## config.mk

```make
export PLATFORM = sky130hd
export DESIGN_NAME = fpx_status_unit
export DESIGN_NICKNAME = d
export VERILOG_FILES = /design/src/rtl/fpx_pkg.sv /design/src/rtl/fpx_prio_pick.sv /design/src/rtl/fpx_flag_regs.sv /design/src/rtl/fpx_ptr_latch.sv /design/src/rtl/fpx_err_drive.sv /design/src/rtl/fpx_status_unit.sv
export SDC_FILE = /design/constraint.sdc
export NUM_CORES = 1
export LEC_CHECK = 0
export ABC_CLOCK_PERIOD_IN_PS = 2400
export BUFFER_PORTS_ARGS = -buffer_cell sky130_fd_sc_hd__buf_2
export CORE_ASPECT_RATIO = 1.75
export CORE_MARGIN = 2
export CORE_UTILIZATION = 46
export DETAILED_ROUTE_END_ITERATION = 7
export MAX_ROUTING_LAYER = met4
export PLACE_DENSITY = 0.76
export SLEW_MARGIN = 5
export SYNTH_ARGS = -nofsm -noshare
export SYNTH_HDL_FRONTEND = slang
export SYNTH_SLANG_ARGS = --single-unit
```

## constraint.sdc

```tcl
create_clock -name clk -period 2.4 [get_ports clk]
set_input_delay 0.12 -clock clk [delete_from_list [all_inputs] [get_ports clk]]
set_output_delay 0.12 -clock clk [all_outputs]
set_load 0.05 [all_outputs]
```

## src/rtl/fpx_pkg.sv

```systemverilog
package fpx_pkg;
   // Exception positions; a lower index means higher precedence.
   typedef enum int unsigned {
      EXC_INVALID   = 0,
      EXC_DENORMAL  = 1,
      EXC_ZERODIV   = 2,
      EXC_OVERFLOW  = 3,
      EXC_UNDERFLOW = 4,
      EXC_PRECISION = 5
   } fpx_exc_e;

   localparam int unsigned FPX_NUM_EXC = 6;
   localparam int unsigned FPX_ADDR_W  = 32;
endpackage

```

## src/rtl/fpx_prio_pick.sv

```systemverilog
module fpx_prio_pick #(
   parameter int unsigned N = 6
) (
   input  logic [N-1:0] req_i,
   output logic [N-1:0] grant_o
);
   if (N < 2) begin : g_bad_n
      $error("fpx_prio_pick: N must be at least 2");
   end

   // Lowest set index wins.
   always_comb begin
      logic found;
      found   = 1'b0;
      grant_o = '0;
      for (int i = 0; i < N; i++) begin
         if (req_i[i] && !found) begin
            grant_o[i] = 1'b1;
            found      = 1'b1;
         end
      end
   end
endmodule

```

## src/rtl/fpx_flag_regs.sv

```systemverilog
module fpx_flag_regs #(
   parameter int unsigned N       = 6,
   parameter int unsigned INV_IDX = 0
) (
   input  logic         clk,
   input  logic         rst_n,
   input  logic         init_i,
   input  logic         clrex_i,
   input  logic         cw_wr_i,
   input  logic [N-1:0] cw_mask_i,
   input  logic [N-1:0] hit_i,
   output logic [N-1:0] flag_o,
   output logic [N-1:0] mask_o,
   output logic         summary_o,
   output logic         unmasked_o
);
   localparam logic [N-1:0] INV_BIT = N'(1) << INV_IDX;

   if (INV_IDX >= N) begin : g_bad_idx
      $error("fpx_flag_regs: INV_IDX out of range");
   end

   assign unmasked_o = |(hit_i & ~mask_o);

   always_ff @(posedge clk or negedge rst_n) begin
      if (!rst_n) begin
         flag_o    <= INV_BIT;
         mask_o    <= ~INV_BIT;
         summary_o <= 1'b1;
      end else if (init_i) begin
         flag_o    <= '0;
         mask_o    <= '1;
         summary_o <= 1'b0;
      end else if (clrex_i) begin
         flag_o    <= '0;
         summary_o <= 1'b0;
      end else begin
         flag_o    <= flag_o | hit_i;
         summary_o <= summary_o | unmasked_o;
         if (cw_wr_i) begin
            mask_o <= cw_mask_i;
         end
      end
   end

   logic pv;
   always_ff @(posedge clk or negedge rst_n) begin
      if (!rst_n) pv <= 1'b0;
      else        pv <= 1'b1;
   end

   p_init_defaults_r2: assert property (@(posedge clk) disable iff (!rst_n)
      init_i |=> (flag_o == '0 && !summary_o && mask_o == '1));

   p_clrex_keeps_mask_r3: assert property (@(posedge clk) disable iff (!rst_n)
      (clrex_i && !init_i) |=> (mask_o == $past(mask_o) && flag_o == '0));

   p_masked_quiet_r4: assert property (@(posedge clk) disable iff (!rst_n)
      ((|hit_i) && !unmasked_o && !summary_o && !init_i && !clrex_i) |=> !summary_o);

   p_one_new_flag_r6: assert property (@(posedge clk) disable iff (!rst_n)
      pv |-> ($countones(flag_o & ~$past(flag_o)) <= 1));

   p_sticky_flags_r10: assert property (@(posedge clk) disable iff (!rst_n)
      (pv && !$past(init_i) && !$past(clrex_i)) |->
         ((flag_o & $past(flag_o)) == $past(flag_o)));
endmodule

```

## src/rtl/fpx_ptr_latch.sv

```systemverilog
module fpx_ptr_latch #(
   parameter int unsigned AW = 32
) (
   input  logic          clk,
   input  logic          rst_n,
   input  logic          clr_i,
   input  logic          cap_i,
   input  logic [AW-1:0] iaddr_i,
   input  logic [AW-1:0] daddr_i,
   output logic [AW-1:0] iptr_o,
   output logic [AW-1:0] dptr_o
);
   always_ff @(posedge clk or negedge rst_n) begin
      if (!rst_n) begin
         iptr_o <= '0;
         dptr_o <= '0;
      end else if (clr_i) begin
         iptr_o <= '0;
         dptr_o <= '0;
      end else if (cap_i) begin
         iptr_o <= iaddr_i;
         dptr_o <= daddr_i;
      end
   end

   p_ptr_capture_r7: assert property (@(posedge clk) disable iff (!rst_n)
      (cap_i && !clr_i) |=> (iptr_o == $past(iaddr_i) && dptr_o == $past(daddr_i)));
endmodule

```

## src/rtl/fpx_err_drive.sv

```systemverilog
module fpx_err_drive (
   input  logic clk,
   input  logic rst_n,
   input  logic summary_i,
   output logic err_n_o
);
   // Reset value is the asserted level: presence indication.
   always_ff @(posedge clk or negedge rst_n) begin
      if (!rst_n) err_n_o <= 1'b0;
      else        err_n_o <= ~summary_i;
   end

   logic pv;
   always_ff @(posedge clk or negedge rst_n) begin
      if (!rst_n) pv <= 1'b0;
      else        pv <= 1'b1;
   end

   p_err_tracks_summary_r9: assert property (@(posedge clk) disable iff (!rst_n)
      pv |-> (err_n_o == !$past(summary_i)));
endmodule

```

## src/rtl/fpx_status_unit.sv

```systemverilog
module fpx_status_unit #(
   parameter int unsigned NUM_EXC = fpx_pkg::FPX_NUM_EXC,
   parameter int unsigned AW      = fpx_pkg::FPX_ADDR_W,
   parameter int unsigned INV_IDX = fpx_pkg::EXC_INVALID,
   parameter bit          PTR_EN  = 1'b1
) (
   input  logic               clk,
   input  logic               rst_n,
   input  logic               init_i,
   input  logic               clrex_i,
   input  logic               cw_wr_i,
   input  logic [NUM_EXC-1:0] cw_mask_i,
   input  logic               evt_valid_i,
   input  logic [NUM_EXC-1:0] evt_exc_i,
   input  logic [AW-1:0]      evt_iaddr_i,
   input  logic [AW-1:0]      evt_daddr_i,
   output logic [NUM_EXC-1:0] flag_o,
   output logic               summary_o,
   output logic [NUM_EXC-1:0] mask_o,
   output logic [AW-1:0]      iptr_o,
   output logic [AW-1:0]      dptr_o,
   output logic               err_n_o
);
   if (NUM_EXC < 2 || NUM_EXC > 16) begin : g_bad_num
      $error("fpx_status_unit: NUM_EXC must be 2..16");
   end
   if (AW < 1) begin : g_bad_aw
      $error("fpx_status_unit: AW must be positive");
   end

   logic [NUM_EXC-1:0] req;
   logic [NUM_EXC-1:0] hit;
   logic               unmasked;
   logic               cap;

   assign req = evt_valid_i ? evt_exc_i : '0;

   fpx_prio_pick #(.N(NUM_EXC)) u_pick (
      .req_i   (req),
      .grant_o (hit)
   );

   fpx_flag_regs #(.N(NUM_EXC), .INV_IDX(INV_IDX)) u_regs (
      .clk        (clk),
      .rst_n      (rst_n),
      .init_i     (init_i),
      .clrex_i    (clrex_i),
      .cw_wr_i    (cw_wr_i),
      .cw_mask_i  (cw_mask_i),
      .hit_i      (hit),
      .flag_o     (flag_o),
      .mask_o     (mask_o),
      .summary_o  (summary_o),
      .unmasked_o (unmasked)
   );

   assign cap = unmasked && !init_i && !clrex_i;

   if (PTR_EN) begin : g_ptr
      fpx_ptr_latch #(.AW(AW)) u_ptr (
         .clk     (clk),
         .rst_n   (rst_n),
         .clr_i   (init_i),
         .cap_i   (cap),
         .iaddr_i (evt_iaddr_i),
         .daddr_i (evt_daddr_i),
         .iptr_o  (iptr_o),
         .dptr_o  (dptr_o)
      );
   end else begin : g_no_ptr
      assign iptr_o = '0;
      assign dptr_o = '0;
   end

   fpx_err_drive u_err (
      .clk       (clk),
      .rst_n     (rst_n),
      .summary_i (summary_o),
      .err_n_o   (err_n_o)
   );

   p_unmasked_sets_summary_r5: assert property (@(posedge clk) disable iff (!rst_n)
      cap |=> summary_o);
endmodule

```

==> metrics.cfg, run 1 <==
[drt]
ant_nets = 0
vias_per_cell = 4.88
drc = 0
dr.pass1.iters = 4
vias = 2556
drt-wirelength-per-cell_um = 14.4
drt_iter0_drc = 140
wirelength_mm = 7.53

[place]
globalplace.congestion = 0.839
portBuffers = 159
place_ws_ns = 0.454
hpwl_mm = 5.48

[setup_path]
slowest_stage = or3b_2
critPathKind = flip-flop to flip-flop
crit_arrival_ns = 2.14
rr_worst_depth = 6
cp.required_ns = 2.60
start_kind = flip-flop
cp_max_fo = 44
slowest_delay_ns = 0.45
endpoint_kind = flip-flop
worstPathCellList = or3b_2, a211oi_2, o31ai_4, buf_12, mux2i_1, nor2_1

[yosys]
ys_ff_latch = 78
synth_top_area_share_pct = 53.5
synth_area_leaders = dfrtp_1, mux2i_1, nor2_1
yosysTopAreaCell = dfrtp_1
synth_area_um2 = 3320
synthCells = 273
yosys.cell_types.count = 24
yosysSeqAreaShare_pct = 59.1
syn_nets = 355
synth_area_per_cell_um2 = 12.2
ys_warn_count = 0

[power]
p_leak_uw = 0.00280
peakVddDrop_mv = 0.506
p_per_area_nw_per_um2 = 679
p_total_uw = 3000

[cells_and_area]
register_area_um2 = 1960
drive_gt1_share_pct = 43.6
diodes = 0
final_common_cell = buf_2
fillCellCount = 598
nNetsFinal = 515
syn2layout_area_growth_pct = 33.2
final_cell_mix = buf_2, dfrtp_1, nor2_1, mux2i_1, nand2_1
fin_util_pct = 62.4
multi_input_area_um2 = 1180

[floorplan]
die_h_um = 116
ios = 160
placeableCoreArea_um2 = 7080
num_rows = 41
die_w_um = 68.2
dieArea_um2 = 7940
start_util_pct = 46.9

[cts]
clockRootBuffer = clkbuf_16
h-tree-depth = 3
clkLatencyLatePin_ns = 0.33
cts_tree = built
path_clk_slew_ns = 0.05
numCtsBuffers = 9
clockBufferDepth = 2
post-cts-setup-buffers = 0
cts.sinks = 78

[global_route]
antenna_found_initial = 0
grt_use_total_pct = 20.7
grt_first_pass_wirelength_mm = 11.7
grt_pass1_vias = 2487
grt_overflow_total = 0
grt_start_max_net_pins = 79

[sta]
timing.slew.headroom_pct = 35.9
report.final.setup_viol = 0
drv_slew = 0
hold_viol_final = 0
setup_slack_ns = 0.455
rsz0062_at_grt = no
tightest_slew_ns = 0.961
hold_ws_ns = 0.0177
period_share_pct = 81.0
skew_ns = 0.00367
period_needed_ns = 1.94
fmax_ghz = 0.514
finalSetupTns_ns = 0

[hold_path]
hp-class = input port to flip-flop
holdPathStages = 3

[run]
max_cap_violations = 0

[outcome]
status = complete, no violations

==> timing repair <==
action / CTS / global route
hold buffers: 3 / 0
resized for setup: 0 / 0
endpoints found under the hold margin: 73 / 0
==> through the flow <==
stage                     cell area [um2]  cells
after detailed placement             4100    505
after floorplan                      3320    273
after global routing                 4420    524
after global placement               4100    505
final                                4420    524
after CTS                            4420    524
==> flip-flops by register name, indices dropped and copies added, names as in the netlist <==
register            count
g_ptr.u_ptr.dptr_o     32
g_ptr.u_ptr.iptr_o     32
u_err.err_n_o           1
u_regs.flag_o           6
u_regs.mask_o           6
u_regs.summary_o        1
==> final timing paths <==
kind | startpoint | end | slack (ns)
setup / recovery | u_regs.mask_o[5]$_DFFE_PN1P_ | g_ptr.u_ptr.dptr_o[21]$_DFFE_PN0P_ | 0.46
hold / removal | cw_mask_i[4] | u_regs.mask_o[4]$_DFFE_PN1P_ | 0.02
setup reg to reg | u_regs.mask_o[5]$_DFFE_PN1P_ | g_ptr.u_ptr.dptr_o[21]$_DFFE_PN0P_ | 0.46
hold reg to reg | u_regs.summary_o$_DFF_PN1_ | u_err.err_n_o$_DFF_PN0_ | 0.46
max in group asynchronous | rst_n | g_ptr.u_ptr.iptr_o[10]$_DFFE_PN0P_ | 1.26
min in group asynchronous | rst_n | u_regs.flag_o[4]$_DFF_PN0_ | 0.50
==> cells in the mapped netlist, drive strengths merged <==
cell,number
a211oi,1
a21oi,5
a31oi,1
buf,7
clkbuf,9
dfrtp,71
dfstp,7
inv,5
mux2i,64
nand2,14
nand2b,1
nand3b,6
nor2,70
nor2b,3
nor3,1
o21ba,1
o2bb2ai,1
o31ai,1
o32ai,1
or2,1
or3b,1
or4b,1
or4bb,1
==> cells by family (layout without fill, tap and decap cells) <==
kind of cell           count (synthesis)  count (layout)  share of synthesized area [%]
muxes                                 64              64                           19.3
and+or+nand+nor                       99              99                           13.0
buffers and inverters                 21             186                           5.54
AOI/OAI and AO/OA                     11              11                           3.09
DFF                                   78              78                           59.1
==> power breakdown <==
| group | internal (uW) | leakage (uW) | switching [uW] |
|---|---|---|---|
| sequential | 1350 | 0.00105 | 19.5 |
| clock | 780 | 0.000142 | 487 |
| combinational | 121 | 0.00161 | 241 |
==> layout make-up <==
| type | instances | area share [%] |
|---|---|---|
| clock buffers | 13 | 6.11 |
| clock inverters | 3 | 0.396 |
| inverters | 5 | 0.425 |
| multi-input cells | 174 | 26.7 |
| flip-flops and latches | 78 | 44.4 |
| well taps | 86 | 2.43 |
| repair buffers | 165 | 19.5 |
==> layer usage <==
layer  vias to the layer above  routed length, um  global-route usage, %
li1                       1230                  -                      -
met1                      1215               2640                   21.9
met2                        90               4250                   34.8
met3                        21                366                   3.76
met4                         0                270                   12.4
met5                         -                  0                      -
==> worst max-delay path: cells and delay by family (launching register included) <==
family	cells	cell delay [ns]
compound gates	2	0.47
mux	1	0.21
flops	1	0.37
simple gates	2	0.51
buf+inv	1	0.21
Note: power is estimated with default switching activity, not from simulation.
==> run 2, diff against run 1 <==
--- a/config.mk
+++ b/config.mk
@@ -5,7 +5,7 @@
 export SDC_FILE = /design/constraint.sdc
 export NUM_CORES = 1
 export LEC_CHECK = 0
-export ABC_CLOCK_PERIOD_IN_PS = 2400
+export ABC_CLOCK_PERIOD_IN_PS = 2000
 export BUFFER_PORTS_ARGS = -buffer_cell sky130_fd_sc_hd__buf_2
 export CORE_ASPECT_RATIO = 1.75
 export CORE_MARGIN = 2
==> constraint.sdc (replaced) <==
create_clock -name clk -period 2 [get_ports clk]
set_input_delay 0.1 -clock clk [delete_from_list [all_inputs] [get_ports clk]]
set_output_delay 0.1 -clock clk [all_outputs]
set_load 0.05 [all_outputs]
==> metrics.cfg, run 2 (synthesized netlist as in run 1, its figures left out) <==
[outcome]
status = complete, no violations

[cts]
post-cts-setup-buffers = 0  ; unchanged
cts.sinks = 78  ; unchanged
clkLatencyLatePin_ns = 0.33  ; about the same
clockRootBuffer = clkbuf_16
clockBufferDepth = 2  ; unchanged
numCtsBuffers = 9  ; unchanged
h-tree-depth = 3  ; unchanged
path_clk_slew_ns = 0.06  ; about the same
cts_tree = built

[setup_path]
critPathKind = flip-flop to flip-flop
cp.required_ns = 2.19  ; -0.41 ns
cp_max_fo = 33  ; -25%
endpoint_kind = flip-flop
crit_arrival_ns = 2.07  ; -0.07 ns
start_kind = flip-flop

[sta]
skew_ns = 0.00568  ; +0.00201 ns
rsz0062_at_grt = no
report.final.setup_viol = 0  ; unchanged
fmax_ghz = 0.532  ; +3.5%
finalSetupTns_ns = 0  ; unchanged
setup_slack_ns = 0.120  ; -0.335 ns
period_needed_ns = 1.88  ; -0.0650 ns
timing.slew.headroom_pct = 68.9  ; +33 points
drv_slew = 0  ; unchanged
tightest_slew_ns = 0.467  ; -0.494 ns
period_share_pct = 94.0  ; +13 points
hold_viol_final = 0  ; unchanged

[floorplan]
placeableCoreArea_um2 = 7080  ; unchanged
num_rows = 41  ; unchanged
ios = 160  ; unchanged
die_w_um = 68.2  ; unchanged
start_util_pct = 46.9  ; unchanged
die_h_um = 116  ; unchanged
dieArea_um2 = 7940  ; unchanged

[cells_and_area]
nNetsFinal = 520  ; +0.97%
final_cell_mix = buf_2, dfrtp_1, nor2_1, mux2i_1, nand2_1
final_common_cell = buf_2
drive_gt1_share_pct = 43.1  ; -0.49 points
diodes = 0  ; unchanged
syn2layout_area_growth_pct = 35.7
reg_top3 = g_ptr.u_ptr.dptr_o x32, g_ptr.u_ptr.iptr_o x32

[drt]
vias = 2617  ; +2.4%
drt_iter0_drc = 195  ; +39%
dr.pass1.iters = 4  ; unchanged
wirelength_mm = 7.69  ; +2.2%
drc = 0  ; unchanged
ant_nets = 0  ; unchanged
drt-wirelength-per-cell_um = 14.5  ; +1.2%
vias_per_cell = 4.95  ; +1.4%

[place]
globalplace.congestion = 0.764  ; -9.0%
portBuffers = 159  ; unchanged
place_ws_ns = 0.0861  ; -0.368 ns
hpwl_mm = 5.61  ; +2.4%

[global_route]
grt_overflow_total = 0  ; unchanged
grt_first_pass_wirelength_mm = 11.2  ; -3.8%
grt_start_max_net_pins = 49  ; -38%
grt_use_total_pct = 20.2  ; -0.51 points
antenna_found_initial = 0  ; unchanged
grt_pass1_vias = 2458  ; -1.2%

[power]
p_per_area_nw_per_um2 = 817  ; +20%
peakVddDrop_mv = 0.555  ; +9.6%
p_leak_uw = 0.00284  ; +1.3%

[hold_path]
hp-class = input port to flip-flop

[run]
max_cap_violations = 0  ; unchanged

[run 2: metal layers]
metal | vias to the layer above | GRT usage (%) | part of all wire [%]
li1 | 1234 | - | -
met1 | 1265 | 20.6 | 35
met2 | 101 | 35.4 | 57
met3 | 17 | 3.47 | 5.6
met4 | 0 | 10.9 | 2.7
met5 | - | - | 0
[run 2: power breakdown]
part	internal, uW	switching [uW]
sequential	1620	23.2
combinational	156	294
clock	1000	584
total	2780	902
[run 2: area by class of cell]
| cell class | instances | area, um2 |
|---|---|---|
| clock buffer | 13 | 250 |
| clock inverter | 3 | 43.8 |
| fill | 558 | 2570 |
| inverter | 5 | 18.8 |
| multi-input combinational | 174 | 1190 |
| sequential | 78 | 1960 |
| tap | 86 | 108 |
| timing repair buffer | 170 | 933 |
[run 2: metrics by stage]
| stage | area [um2] | total power [uW] | std cells | hold slack, ns | utilization, % |
|---|---|---|---|---|---|
| floorplan | 3320 | 1940 | 273 | -0.196 | - |
| global placement | 4140 | 2110 | 507 | 0.0648 | 58.5 |
| detailed placement | 4140 | 2120 | 507 | 0.0670 | 58.5 |
| CTS | 4500 | 3720 | 529 | 0.00382 | 63.5 |
| global route | 4500 | 3810 | 529 | 0.0188 | 63.6 |
| finish | 4500 | 3680 | 529 | 0.0114 | 63.6 |
[run 2: final timing paths]
path / start / endpoint / slack, ns / depth (start not counted)
max: u_regs.mask_o[4]$_DFFE_PN1P_ / g_ptr.u_ptr.dptr_o[19]$_DFFE_PN0P_ / 0.12 / 6
min reg2reg: u_regs.summary_o$_DFF_PN1_ / u_err.err_n_o$_DFF_PN0_ / 0.46 / 1
max reg2reg: u_regs.mask_o[4]$_DFFE_PN1P_ / g_ptr.u_ptr.dptr_o[19]$_DFFE_PN0P_ / 0.12 / 6
max in group asynchronous: rst_n / g_ptr.u_ptr.iptr_o[0]$_DFFE_PN0P_ / 1.17 / 3
min: evt_iaddr_i[24] / g_ptr.u_ptr.iptr_o[24]$_DFFE_PN0P_ / 0.01 / 3
min in group asynchronous: rst_n / u_regs.flag_o[4]$_DFF_PN0_ / 0.25 / 2
[run 2: what timing repair did]
action / in CTS / in global routing
gates resized for setup: 0 / 1
endpoints found under the setup margin: 0 / 1
hold endpoints to repair: 29 / 0
hold buffers: 6 / 0
[run 2: critical path: stages, from the launching register on]
cell      delay, ns
dfstp_2        0.54
nand2b_1       0.16
a211oi_4       0.09
o31ai_4        0.35
buf_12         0.29
mux2i_1        0.24
nor2_1         0.06
==> run 3, diff against run 2 <==
==> constraint.sdc (replaced) <==
create_clock -name clk -period 2 [get_ports clk]
set_input_delay 0.3 -clock clk [delete_from_list [all_inputs] [get_ports clk]]
set_output_delay 0.3 -clock clk [all_outputs]
set_load 0.05 [all_outputs]
==> metrics.cfg, run 3 (synthesized netlist as in run 1, its figures left out) <==
[sta]
report.final.setup_viol = 0  ; unchanged
hold_ws_ns = 0.189  ; +0.178 ns
finalSetupTns_ns = 0  ; unchanged
period_share_pct = 93.2  ; -0.78 points
period_needed_ns = 1.86  ; -0.0156 ns
drv_slew = 0  ; unchanged
rsz0062_at_grt = no
hold_viol_final = 0  ; unchanged
setup_slack_ns = 0.136  ; +0.0156 ns
tightest_slew_ns = 0.479  ; +0.0119 ns
skew_ns = 0.00568  ; -0.00000342 ns
fmax_ghz = 0.537  ; +0.84%
timing.slew.headroom_pct = 68.1  ; -0.79 points

[setup_path]
critPathKind = flip-flop to flip-flop
endpoint_kind = flip-flop
crit_arrival_ns = 2.06  ; about the same
cp_max_fo = 31  ; -6.1%
cp.required_ns = 2.20  ; about the same
start_kind = flip-flop

[drt]
vias = 2559  ; -2.2%
dr.pass1.iters = 4  ; unchanged
vias_per_cell = 4.83  ; -2.4%
drc = 0  ; unchanged
wirelength_mm = 7.91  ; +2.8%
ant_nets = 0  ; unchanged
drt-wirelength-per-cell_um = 14.9  ; +2.6%
drt_iter0_drc = 248  ; +27%

[global_route]
grt_start_max_net_pins = 49  ; unchanged
antenna_found_initial = 0  ; unchanged
grt_pass1_vias = 2368  ; -3.7%
grt_first_pass_wirelength_mm = 11.3  ; +0.85%
grt_use_total_pct = 20.2  ; +0.045 points
grt_overflow_total = 0  ; unchanged

[cells_and_area]
reg_top3 = g_ptr.u_ptr.dptr_o x32, g_ptr.u_ptr.iptr_o x32
drive_gt1_share_pct = 44.1  ; +1.0 points
final_cell_mix = buf_2, dfrtp_1, nor2_1, mux2i_1, nand2_1
final_common_cell = buf_2
fin_util_pct = 64.1  ; +0.44 points
syn2layout_area_growth_pct = 36.7
fillCellCount = 565  ; +1.3%
diodes = 0  ; unchanged
nNetsFinal = 521  ; +0.19%

[power]
pwr-share-comb_pct = 12.2  ; about the same
p_per_area_nw_per_um2 = 821  ; +0.42%
seq_power_share_pct = 44.2  ; -0.5 points
p_sw_uw = 904  ; +0.23%
internal-power_uw = 2820  ; +1.4%
clkPwrFrac_pct = 43.6  ; +0.5 points
p_leak_uw = 0.00286  ; +0.84%
peakVddDrop_mv = 0.482  ; -13%
swShare_pct = 24.3  ; -0.21 points

[cts]
clockBufferDepth = 2  ; unchanged
path_clk_slew_ns = 0.06  ; about the same
clockRootBuffer = clkbuf_16
h-tree-depth = 3  ; unchanged
cts_tree = built
clkLatencyLatePin_ns = 0.33  ; about the same
cts.sinks = 78  ; unchanged
numCtsBuffers = 9  ; unchanged

[floorplan]
ios = 160  ; unchanged
die_h_um = 116  ; unchanged
start_util_pct = 46.9  ; unchanged
dieArea_um2 = 7940  ; unchanged
die_w_um = 68.2  ; unchanged
placeableCoreArea_um2 = 7080  ; unchanged
num_rows = 41  ; unchanged

[hold_path]
hp-class = input port to flip-flop

[run]
max_cap_violations = 0  ; unchanged

[place]
globalplace.congestion = 0.790  ; +3.5%
hpwl_mm = 5.55  ; -1.1%
place_ws_ns = -0.0456  ; -0.132 ns
portBuffers = 159  ; unchanged

[outcome]
status = complete, no violations

## run 3: cell types whose count changed in the layout (fill, tap and decap cells not counted), sizes merged
cell,previous run,this run
clkinv,2,0
dlygate4sd3,6,1
buf,164,169
clkbuf,13,16
## run 3: cell type report
class	count	area (um2)	share of cell area (%)
clock buffer	15	268	5.90
clock inverter	1	30.0	0.662
inverter	5	18.8	0.414
multi-input combinational	174	1190	26.3
sequential	78	1960	43.2
tap	86	108	2.37
timing repair buffer	171	958	21.1
## run 3: repair_timing
action | in CTS | in global routing
buffers inserted | 0 | 1
gates resized for setup | 0 | 2
setup endpoints to repair | 0 | 3
hold buffers | 1 | 0
endpoints found under the hold margin | 13 | 0
## run 3: power by group through the flow
stage / clock network [uW] / registers, uW / logic [uW]
finish: 1620 / 1650 / 454
global route: 1720 / 1650 / 491
CTS: 1660 / 1650 / 450
detailed placement: 0 / 1670 / 446
global placement: 0 / 1670 / 443
floorplan: 0 / 1810 / 136
## run 3: routing by layer
metal  routed length, um  share of wire [%]  GRT usage [%]  vias to the layer above
li1                    -                  -              -                     1234
met1                2980                 38           22.6                     1230
met2                4420                 56           33.5                       81
met3                 314                4.0           3.08                       14
met4                 189                2.4           11.5                        0
met5                   0                  0              -                        -
## run 3: critical path, stage by stage, from the launching register on
cell and delay, ns:
dfstp_2 0.38, or3b_4 0.39, a211oi_4 0.29, o31ai_4 0.09, buf_12 0.14, buf_12 0.17
mux2i_1 0.18, nor2_1 0.06
## run 3: metrics by stage
| stage | total power, uW | instances | area (um2) |
|---|---|---|---|
| global route | 3860 | 530 | 4540 |
| detailed placement | 2120 | 511 | 4170 |
| global placement | 2120 | 511 | 4170 |
| CTS | 3760 | 528 | 4480 |
| floorplan | 1940 | 273 | 3320 |
| finish | 3720 | 530 | 4540 |
## run 3: worst paths after layout
check / start / to / slack, ns / cells after the start
setup / recovery: u_regs.mask_o[5]$_DFFE_PN1P_ / g_ptr.u_ptr.iptr_o[13]$_DFFE_PN0P_ / 0.14 / 7
hold / removal: cw_mask_i[2] / u_regs.mask_o[2]$_DFFE_PN1P_ / 0.19 / 3
setup reg to reg: u_regs.mask_o[5]$_DFFE_PN1P_ / g_ptr.u_ptr.iptr_o[13]$_DFFE_PN0P_ / 0.14 / 7
hold reg to reg: u_regs.summary_o$_DFF_PN1_ / u_err.err_n_o$_DFF_PN0_ / 0.45 / 1
max in group asynchronous: rst_n / g_ptr.u_ptr.dptr_o[25]$_DFFE_PN0P_ / 1.02 / 3
min in group asynchronous: rst_n / u_regs.flag_o[2]$_DFF_PN0_ / 0.39 / 2
